[config.mk]
export PLATFORM = sky130hd
export DESIGN_NAME = fmul_pair_stream
export DESIGN_NICKNAME = d
export VERILOG_FILES = /design/src/rtl/fmul_pkg.sv /design/src/rtl/fmul_stage_reg.sv /design/src/rtl/fmul_packer.sv /design/src/rtl/fmul_pair_stream.sv
export SDC_FILE = /design/constraint.sdc
export NUM_CORES = 2
export LEC_CHECK = 0
export ABC_AREA = 1
export BUFFER_PORTS_ARGS = -buffer_cell sky130_fd_sc_hd__clkbuf_2
export CORE_AREA = 2 2 277 279
export DETAILED_ROUTE_END_ITERATION = 10
export DIE_AREA = 0 0 279 281
export PLACE_DENSITY = 0.69
export REMOVE_ABC_BUFFERS = 1
export SYNTH_ARGS = -nofsm -noshare
export SYNTH_HDL_FRONTEND = slang
export SYNTH_SLANG_ARGS = --single-unit
[constraint.sdc]
create_clock -name clk -period 6.7 [get_ports clk]
set_clock_uncertainty 0.2 [all_clocks]
set_input_delay 0.67 -clock clk [delete_from_list [all_inputs] [get_ports clk]]
set_output_delay 0.67 -clock clk [all_outputs]
set_load 0.1 [all_outputs]
[src/rtl/fmul_pkg.sv]
package fmul_pkg;

    localparam int FP_W   = 32;
    localparam int EXP_W  = 8;
    localparam int FRAC_W = 23;
    localparam int SIG_W  = FRAC_W + 1;
    localparam int PROD_W = 2 * SIG_W;
    localparam int EXPS_W = EXP_W + 3;
    localparam int LANES  = 2;
    localparam int BEAT_W = LANES * FP_W;

    localparam logic signed [EXPS_W-1:0] BIAS_S    = EXPS_W'(127);
    localparam logic signed [EXPS_W-1:0] EXP_TOP_S = EXPS_W'(255);
    localparam logic signed [EXPS_W-1:0] ONE_S     = EXPS_W'(1);
    localparam logic signed [EXPS_W-1:0] ZERO_S    = EXPS_W'(0);
    localparam logic [FP_W-1:0]          QNAN_W    = 32'h7FC0_0000;

    typedef enum logic [1:0] {
        CLS_ZERO,
        CLS_NORM,
        CLS_INF,
        CLS_NAN
    } fp_class_e;

    typedef struct packed {
        logic                     sign;
        logic                     spec;
        logic [FP_W-1:0]          spec_word;
        logic signed [EXPS_W-1:0] exp;
        logic [SIG_W-1:0]         sig_a;
        logic [SIG_W-1:0]         sig_b;
    } op_t;

    typedef struct packed {
        logic                     sign;
        logic                     spec;
        logic [FP_W-1:0]          spec_word;
        logic signed [EXPS_W-1:0] exp;
        logic [PROD_W-1:0]        prod;
    } prod_t;

    function automatic fp_class_e classify(input logic [FP_W-1:0] x);
        logic [EXP_W-1:0]  e;
        logic [FRAC_W-1:0] f;
        e = x[FP_W-2 -: EXP_W];
        f = x[FRAC_W-1:0];
        if (e == '0)
            return CLS_ZERO;
        else if (e == '1)
            return (f == '0) ? CLS_INF : CLS_NAN;
        else
            return CLS_NORM;
    endfunction

    function automatic logic signed [EXPS_W-1:0] exp_of(input logic [FP_W-1:0] x);
        return $signed({3'b000, x[FP_W-2 -: EXP_W]});
    endfunction

    function automatic op_t decode_pair(input logic [FP_W-1:0] a, input logic [FP_W-1:0] b);
        op_t       o;
        fp_class_e ca;
        fp_class_e cb;
        ca          = classify(a);
        cb          = classify(b);
        o.sign      = a[FP_W-1] ^ b[FP_W-1];
        o.exp       = exp_of(a) + exp_of(b) - BIAS_S;
        o.sig_a     = {1'b1, a[FRAC_W-1:0]};
        o.sig_b     = {1'b1, b[FRAC_W-1:0]};
        o.spec      = 1'b1;
        o.spec_word = {o.sign, {(FP_W-1){1'b0}}};
        if (ca == CLS_NAN || cb == CLS_NAN)
            o.spec_word = QNAN_W;
        else if ((ca == CLS_INF && cb == CLS_ZERO) || (ca == CLS_ZERO && cb == CLS_INF))
            o.spec_word = QNAN_W;
        else if (ca == CLS_INF || cb == CLS_INF)
            o.spec_word = {o.sign, {EXP_W{1'b1}}, {FRAC_W{1'b0}}};
        else if (ca == CLS_ZERO || cb == CLS_ZERO)
            o.spec_word = {o.sign, {(FP_W-1){1'b0}}};
        else
            o.spec = 1'b0;
        return o;
    endfunction

    function automatic prod_t multiply(input op_t o);
        prod_t p;
        p.sign      = o.sign;
        p.spec      = o.spec;
        p.spec_word = o.spec_word;
        p.exp       = o.exp;
        p.prod      = o.sig_a * o.sig_b;
        return p;
    endfunction

    function automatic logic [FP_W-1:0] round_pack(input prod_t p);
        logic [FRAC_W-1:0]        frac;
        logic [FRAC_W:0]          sum;
        logic                     guard;
        logic                     sticky;
        logic                     up;
        logic signed [EXPS_W-1:0] e;
        if (p.prod[PROD_W-1]) begin
            frac   = p.prod[PROD_W-2 -: FRAC_W];
            guard  = p.prod[PROD_W-2-FRAC_W];
            sticky = |p.prod[PROD_W-3-FRAC_W:0];
            e      = p.exp + ONE_S;
        end else begin
            frac   = p.prod[PROD_W-3 -: FRAC_W];
            guard  = p.prod[PROD_W-3-FRAC_W];
            sticky = |p.prod[PROD_W-4-FRAC_W:0];
            e      = p.exp;
        end
        up  = guard & (sticky | frac[0]);
        sum = {1'b0, frac} + {{FRAC_W{1'b0}}, up};
        if (sum[FRAC_W])
            e = e + ONE_S;
        frac = sum[FRAC_W-1:0];
        if (p.spec)
            return p.spec_word;
        else if (e >= EXP_TOP_S)
            return {p.sign, {EXP_W{1'b1}}, {FRAC_W{1'b0}}};
        else if (e <= ZERO_S)
            return {p.sign, {(FP_W-1){1'b0}}};
        else
            return {p.sign, e[EXP_W-1:0], frac};
    endfunction

endpackage

[src/rtl/fmul_stage_reg.sv]
module fmul_stage_reg #(
    parameter int W = 32
) (
    input  logic         clk,
    input  logic         rst_n,
    input  logic         in_valid,
    input  logic [W-1:0] in_data,
    output logic         in_ready,
    output logic         out_valid,
    output logic [W-1:0] out_data,
    input  logic         out_ready
);

    logic         vld_q;
    logic [W-1:0] dat_q;

    assign in_ready = !vld_q || out_ready;

    always_ff @(posedge clk) begin
        if (!rst_n)
            vld_q <= 1'b0;
        else if (in_ready)
            vld_q <= in_valid;
    end

    always_ff @(posedge clk) begin
        if (in_ready && in_valid)
            dat_q <= in_data;
    end

    assign out_valid = vld_q;
    assign out_data  = dat_q;

endmodule

[src/rtl/fmul_packer.sv]
module fmul_packer #(
    parameter int W = 32
) (
    input  logic           clk,
    input  logic           rst_n,
    input  logic           in_valid,
    input  logic [W-1:0]   in_data,
    output logic           in_ready,
    output logic           out_valid,
    output logic [2*W-1:0] out_data,
    input  logic           out_ready
);

    logic           half_q;
    logic [W-1:0]   low_q;
    logic           ov_q;
    logic [2*W-1:0] od_q;
    logic           take;

    assign in_ready = !half_q || !ov_q || out_ready;
    assign take     = in_valid && in_ready;

    always_ff @(posedge clk) begin
        if (!rst_n) begin
            half_q <= 1'b0;
            ov_q   <= 1'b0;
        end else begin
            if (ov_q && out_ready)
                ov_q <= 1'b0;
            if (take) begin
                if (!half_q) begin
                    half_q <= 1'b1;
                end else begin
                    half_q <= 1'b0;
                    ov_q   <= 1'b1;
                end
            end
        end
    end

    always_ff @(posedge clk) begin
        if (take) begin
            if (!half_q)
                low_q <= in_data;
            else
                od_q <= {in_data, low_q};
        end
    end

    assign out_valid = ov_q;
    assign out_data  = od_q;

endmodule

[src/rtl/fmul_pair_stream.sv]
module fmul_pair_stream
    import fmul_pkg::*;
(
    input  logic              clk,
    input  logic              rst_n,
    input  logic [BEAT_W-1:0] s_tdata,
    input  logic              s_tvalid,
    output logic              s_tready,
    output logic [BEAT_W-1:0] m_tdata,
    output logic              m_tvalid,
    input  logic              m_tready
);

    localparam int OP_W = $bits(op_t);
    localparam int PR_W = $bits(prod_t);

    logic [FP_W-1:0] lane [LANES];

    for (genvar g = 0; g < LANES; g++) begin : g_lane
        assign lane[g] = s_tdata[g*FP_W +: FP_W];
    end

    op_t             op_in;
    logic            v1, r1_out;
    logic [OP_W-1:0] d1;
    prod_t           pr_in;
    logic            v2, r2_in, r2_out;
    logic [PR_W-1:0] d2;
    logic [FP_W-1:0] res_in;
    logic            v3, r3_in;
    logic [FP_W-1:0] d3;

    assign op_in = decode_pair(lane[0], lane[1]);

    fmul_stage_reg #(.W(OP_W)) u_decode (
        .clk(clk), .rst_n(rst_n),
        .in_valid(s_tvalid), .in_data(op_in), .in_ready(s_tready),
        .out_valid(v1), .out_data(d1), .out_ready(r1_out)
    );

    assign pr_in  = multiply(op_t'(d1));
    assign r1_out = r2_in;

    fmul_stage_reg #(.W(PR_W)) u_mult (
        .clk(clk), .rst_n(rst_n),
        .in_valid(v1), .in_data(pr_in), .in_ready(r2_in),
        .out_valid(v2), .out_data(d2), .out_ready(r2_out)
    );

    assign res_in = round_pack(prod_t'(d2));
    assign r2_out = r3_in;

    logic r3_out;

    fmul_stage_reg #(.W(FP_W)) u_round (
        .clk(clk), .rst_n(rst_n),
        .in_valid(v2), .in_data(res_in), .in_ready(r3_in),
        .out_valid(v3), .out_data(d3), .out_ready(r3_out)
    );

    fmul_packer #(.W(FP_W)) u_pack (
        .clk(clk), .rst_n(rst_n),
        .in_valid(v3), .in_data(d3), .in_ready(r3_out),
        .out_valid(m_tvalid), .out_data(m_tdata), .out_ready(m_tready)
    );

endmodule

Yosys cells after proc, flatten, opt, wreduce, memory -nomap -nowiden:

Index checks and enable logic that the tools add are counted.

* register bits after elaboration: 317
* bits in latches: 0
* memory bits (writable): 0
* ROM bits: 0
* input port bits: 68
* output and inout bits: 66
* logic and storage cells: 83
* memories kept: 0

* add/subtract/negate cells: 5
* multipliers: 1
* div/mod/pow operators: 0
* order comparisons: 2
* eq/ne operators: 6
* shift operators: 0
* multiplexer cells: 20
* bitwise gates (word level): 4
* reductions and logical operators: 33

Operators with widths (number)
* $mux 31: 3
* $mul 24x24->48: 1
* $logic_not 23->1: 2
* $mux 32: 1
* $add 23x1->24: 1
* $mux 23: 1
* $reduce_or 23->1: 1
* $add 11x2->11 const B: 2
* $mux 11: 2
* $reduce_or 22->1: 1
* $eq 8x8->1 const B: 2
* $logic_not 8->1: 2
* $ge 11x9->1 const B: 1
* $le 11x1->1 const B: 1
* $sub 9x7->10 const B: 1
* $add 8x8->9: 1
* $logic_or 1x1->1: 9
* $mux 1: 9
* $eq 2x2->1 const B: 4
* $mux 2: 4
* $logic_and 1x1->1: 7
* $logic_not 1->1: 5
* $logic_not 2->1: 2
* $reduce_and 2->1: 2
* other kinds (6): 6

Longest topological paths before layout:

* word-level depth: 10
* mapped depth: 29
* mapped depth without buffers: 28

Cells and area by module:

Synthesis repeated with hierarchy kept, for this count alone.

* cells, all modules: 3501
* area total of the unflattened synthesis: 32298.5 um^2

Modules (own cells, without submodules)
* fmul_pair_stream: times used 1, cells an instance 3147, area an instance 22609.2 um^2, sequential area each 0.0 um^2
* fmul_stage_reg (u_decode ...): times used 2, cells an instance 100, area an instance 2844.0 um^2, sequential area each 2812.7 um^2
* fmul_packer: times used 1, cells an instance 115, area an instance 2989.1 um^2, sequential area each 2922.8 um^2
* fmul_stage_reg (u_round): times used 1, cells an instance 39, area an instance 1012.2 um^2, sequential area each 980.9 um^2

Worst setup path after synthesis:

Ideal clock, no wire load.

* kind: register to register
* start point: register u_decode.dat_q[37], in the netlist u_decode.out_data[37]
* end point: register u_mult.dat_q[39], in the netlist u_mult.out_data[39] (data pin)
* setup time: 0.258 ns
* arrival: 6.043 ns
* required time: 6.242 ns
* path slack: 0.199 ns
* stages on the path, launching flop included: 29
* path buffers: 1
* period minus slack after synthesis: 6.501 ns
* cell sequence: edfxtp_1 > clkbuf_1 > nand2_1 > fa_1 > inv_1 > fa_1 > inv_1 > fa_1 > inv_1 > fa_1 > inv_1 > fa_1 > inv_1 > fa_1 > inv_1 > fa_1 > inv_1 > ha_1 > nand2_1 > nor2_1 > inv_1 > nor4_1 > nand2_1 > inv_1 > nor2_1 > o21a_1 > nor2_1 > nor2_1 > xnor2_1

RTL lines
* from (decl): line fmul_stage_reg.sv:15 `logic [W-1:0] dat_q;`
* from (signal assigned): line fmul_stage_reg.sv:28 `dat_q <= in_data;`
* to (signal assigned): line fmul_stage_reg.sv:28
* to (decl): line fmul_stage_reg.sv:15

==> metrics.yaml <==
status: "finished clean"
yosys.area_share.adder_pct: 40.2
holdWs_ps: 43.5
io_pins: 134
clkSlewWorstSetupHoldPaths_ps: 60
root_buffer: "clkbuf_16"
cts_buffers: 31
die_area_um2: 78400
start_kind: "flip-flop"
rows: 101
cp-end-kind: "flip-flop"
drt_first_iter_violations: 1334
topRoutingLayerUsed: "met4"
port_buffers: 133
syn_inst: 3324
die_x_um: 279
antenna_found_initial: 0
path_depth: 28
cts_tree: "yes"
hold_violations: 0
timing.critical_path.mode_cell: "inv_1"
route.met3.wl_um: 4570
clock_sinks: 257
hold_path.class: "primary input to flip-flop"
synth_top_area_cell: "fa_1"
drt-wirelength-per-cell_um: 15.4
endpoint: "u_mult.out_data[39]"
avgSynthCellArea_um2: 9.02
grt_pass1_vias: 22800
path_delay_family: "adder cells"
rsz0062_at_grt: "true"
tightest_slew_ps: 1160
yosysTopAreaCellShare_pct: 32.2
grt_max_degree: 65
routed_wirelength_um: 70900
seq_area_frac_synth_pct: 25.6
clock_path_buffers: 3
rrSetupSlack_ps: 160
start_util_pct: 39.8
synth_area_um2: 30000
place_worst_setup_slack_ps: -78.5
routed-wl-met2_um: 33900
yosys.area_share.simple_pct: 15.0
ff2ff_path_depth: 28
crit_path_max_fanout: 8
place.gp.congestion: 0.910
r2r-end: "u_mult.out_data[39]"
report.final.slew_viol_count: 0
finalCritPeriodShare_pct: 97.6
finalSetupViolCount: 0
firstDrtPassIters: 6
synth-main-ff-cell: "edfxtp_1"
fin_nets: 4347
r2r_start: "u_decode.out_data[12]"
met1_length_um: 30600
die_height_um: 281
grt_pass1_wl_um: 115000
drc: 0
fillers: 7041
max-cap-violations: 0
synth_xor_area_share_pct: 2.07
slowest_delay_ps: 530
synth_mux_area_share_pct: 0.0375
cp.arrival_ps: 6700
gr-total-overflow: 0
synth_compound_area_share_pct: 3.07
cp_num_buf_inv: 9
cp.required_ps: 6860
synth-edff-count: 252
path_class: "flip-flop to flip-flop"
num_antenna_cells: 0
setup_ws_ps: 160
area_growth_pct: 16.5
startpoint: "u_decode.out_data[12]"
async_flop_share_pct: 0
htreeDepth: 1
ys_types: 50
cpMaxStageDelayCell: "fa_1"
worstSkewPairLatency_ps: 620
viasPerCell: 4.70
fmax_ghz: 0.153
track_usage_pct: 18.4
vias: 21600
drive_gt1_share_pct: 14.8
ys_ff_latch: 257
fin_setup_tns_ps: 0
yosysWarningCount: 0
synth_area_leaders: "fa_1, edfxtp_1, inv_1"
ant_nets: 0
min_period_ps: 6540
synth_top_family_by_area: "adder cells"
slew_headroom_pct: 22.7
core_area_um2: 75400
dpl.hpwl_um: 58900
flip-flops by register name, summed over array words and instances (netlist names):
signal / flops
u_mult.out_valid: 1
u_pack.out_data: 64
u_round.out_data: 32
u_decode.out_data: 61
u_decode.out_valid: 1
u_mult.out_data: 63
u_round.out_valid: 1
u_pack.out_valid: 1
u_pack.low_q: 32
u_pack.half_q: 1
cell usage after synthesis (2+ instances only):
master / n
nand3_1: 45
nand2_4: 3
inv_2: 7
o21ai_1: 3
nor3_1: 8
a21o_1: 10
xor2_1: 48
nor2_1: 99
a21oi_1: 59
nand2_2: 18
o211ai_1: 4
and2_1: 2
nor4_1: 20
xnor2_1: 23
o21a_1: 5
clkbuf_1: 92
a21boi_0: 2
o21ai_2: 2
buf_12: 2
nor2_2: 4
edfxtp_1: 252
ha_1: 191
o21ai_0: 41
nor2_4: 28
and3_1: 2
nand2_1: 804
a31oi_1: 18
o21bai_1: 7
dfxtp_1: 5
buf_6: 6
nand4_1: 21
fa_1: 483
inv_1: 993
cells in the final DEF, fill, tap and decap left out, drive strengths merged, types with 48 or more instances in the layout:
cell / n
clkbuf: 169
inv: 1008
xor2: 48
nand2: 825
edfxtp: 252
a21oi: 60
buf: 212
nor2: 132
ha: 191
fa: 483
layout make-up:
| cell class | count | area (um2) | area share [%] |
|---|---|---|---|
| Multi-Input combinational cell | 1965 | 18500 | 53.0 |
| Inverter | 1002 | 3760 | 10.8 |
| Tap cell | 978 | 1220 | 3.50 |
| Clock inverter | 23 | 235 | 0.673 |
| Timing Repair Buffer | 348 | 2740 | 7.84 |
| Sequential cell | 257 | 7670 | 21.9 |
| Clock buffer | 35 | 791 | 2.26 |
what timing repair did:
item / CTS / global route
gates cloned: 0 / 2
hold buffers: 2 / 0
pin swaps: 0 / 24
gates resized for setup: 3 / 99
setup buffers: 3 / 14
setup endpoints to repair: 7 / 27
hold endpoints to repair: 2 / 0
how the worst min path moves through the flow:
| stage | from | to | slack [ps] | depth (start not counted) |
|---|---|---|---|---|
| after global placement | u_pack.low_q[3] | u_pack.out_data[3] | 200 | 0 |
| after CTS | s_tdata[52] | u_decode.out_data[20] | 0.4 | 1 |
| after global routing | s_tdata[46] | u_decode.out_data[14] | 30 | 1 |
| after detailed placement | u_decode.out_data[55] | u_mult.out_data[55] | 200 | 0 |
| final | s_tdata[46] | u_decode.out_data[14] | 40 | 1 |
| after floorplan | u_decode.out_data[48] | u_mult.out_data[48] | 200 | 0 |
metrics by stage:
| stage | utilization, % | cells | area (um2) |
|---|---|---|---|
| 2_1_floorplan | - | 3224 | 29500 |
| 3_3_place_gp | 44.1 | 4529 | 33300 |
| 3_5_place_dp | 44.1 | 4529 | 33300 |
| 4_1_cts | 45.5 | 4592 | 34400 |
| 5_1_grt | 46.3 | 4608 | 34900 |
| 6_report | 46.3 | 4608 | 34900 |
cell families after synthesis:
logic type,Yosys count
buf+inv,1102
compound gates,158
fa+ha+maj,674
mux,1
flops,257
xor+xnor,71
simple gates,1061
layer usage:
layer / up-vias / GRT usage, %
met2: 651 / 31.9
li1: 10300 / -
met4: 0 / 4.31
met3: 127 / 3.08
met1: 10600 / 24.1
met5: - / 0
Power is not shown: default switching activity piles up to over one toggle a cycle in this logic, so the estimate is an artifact.
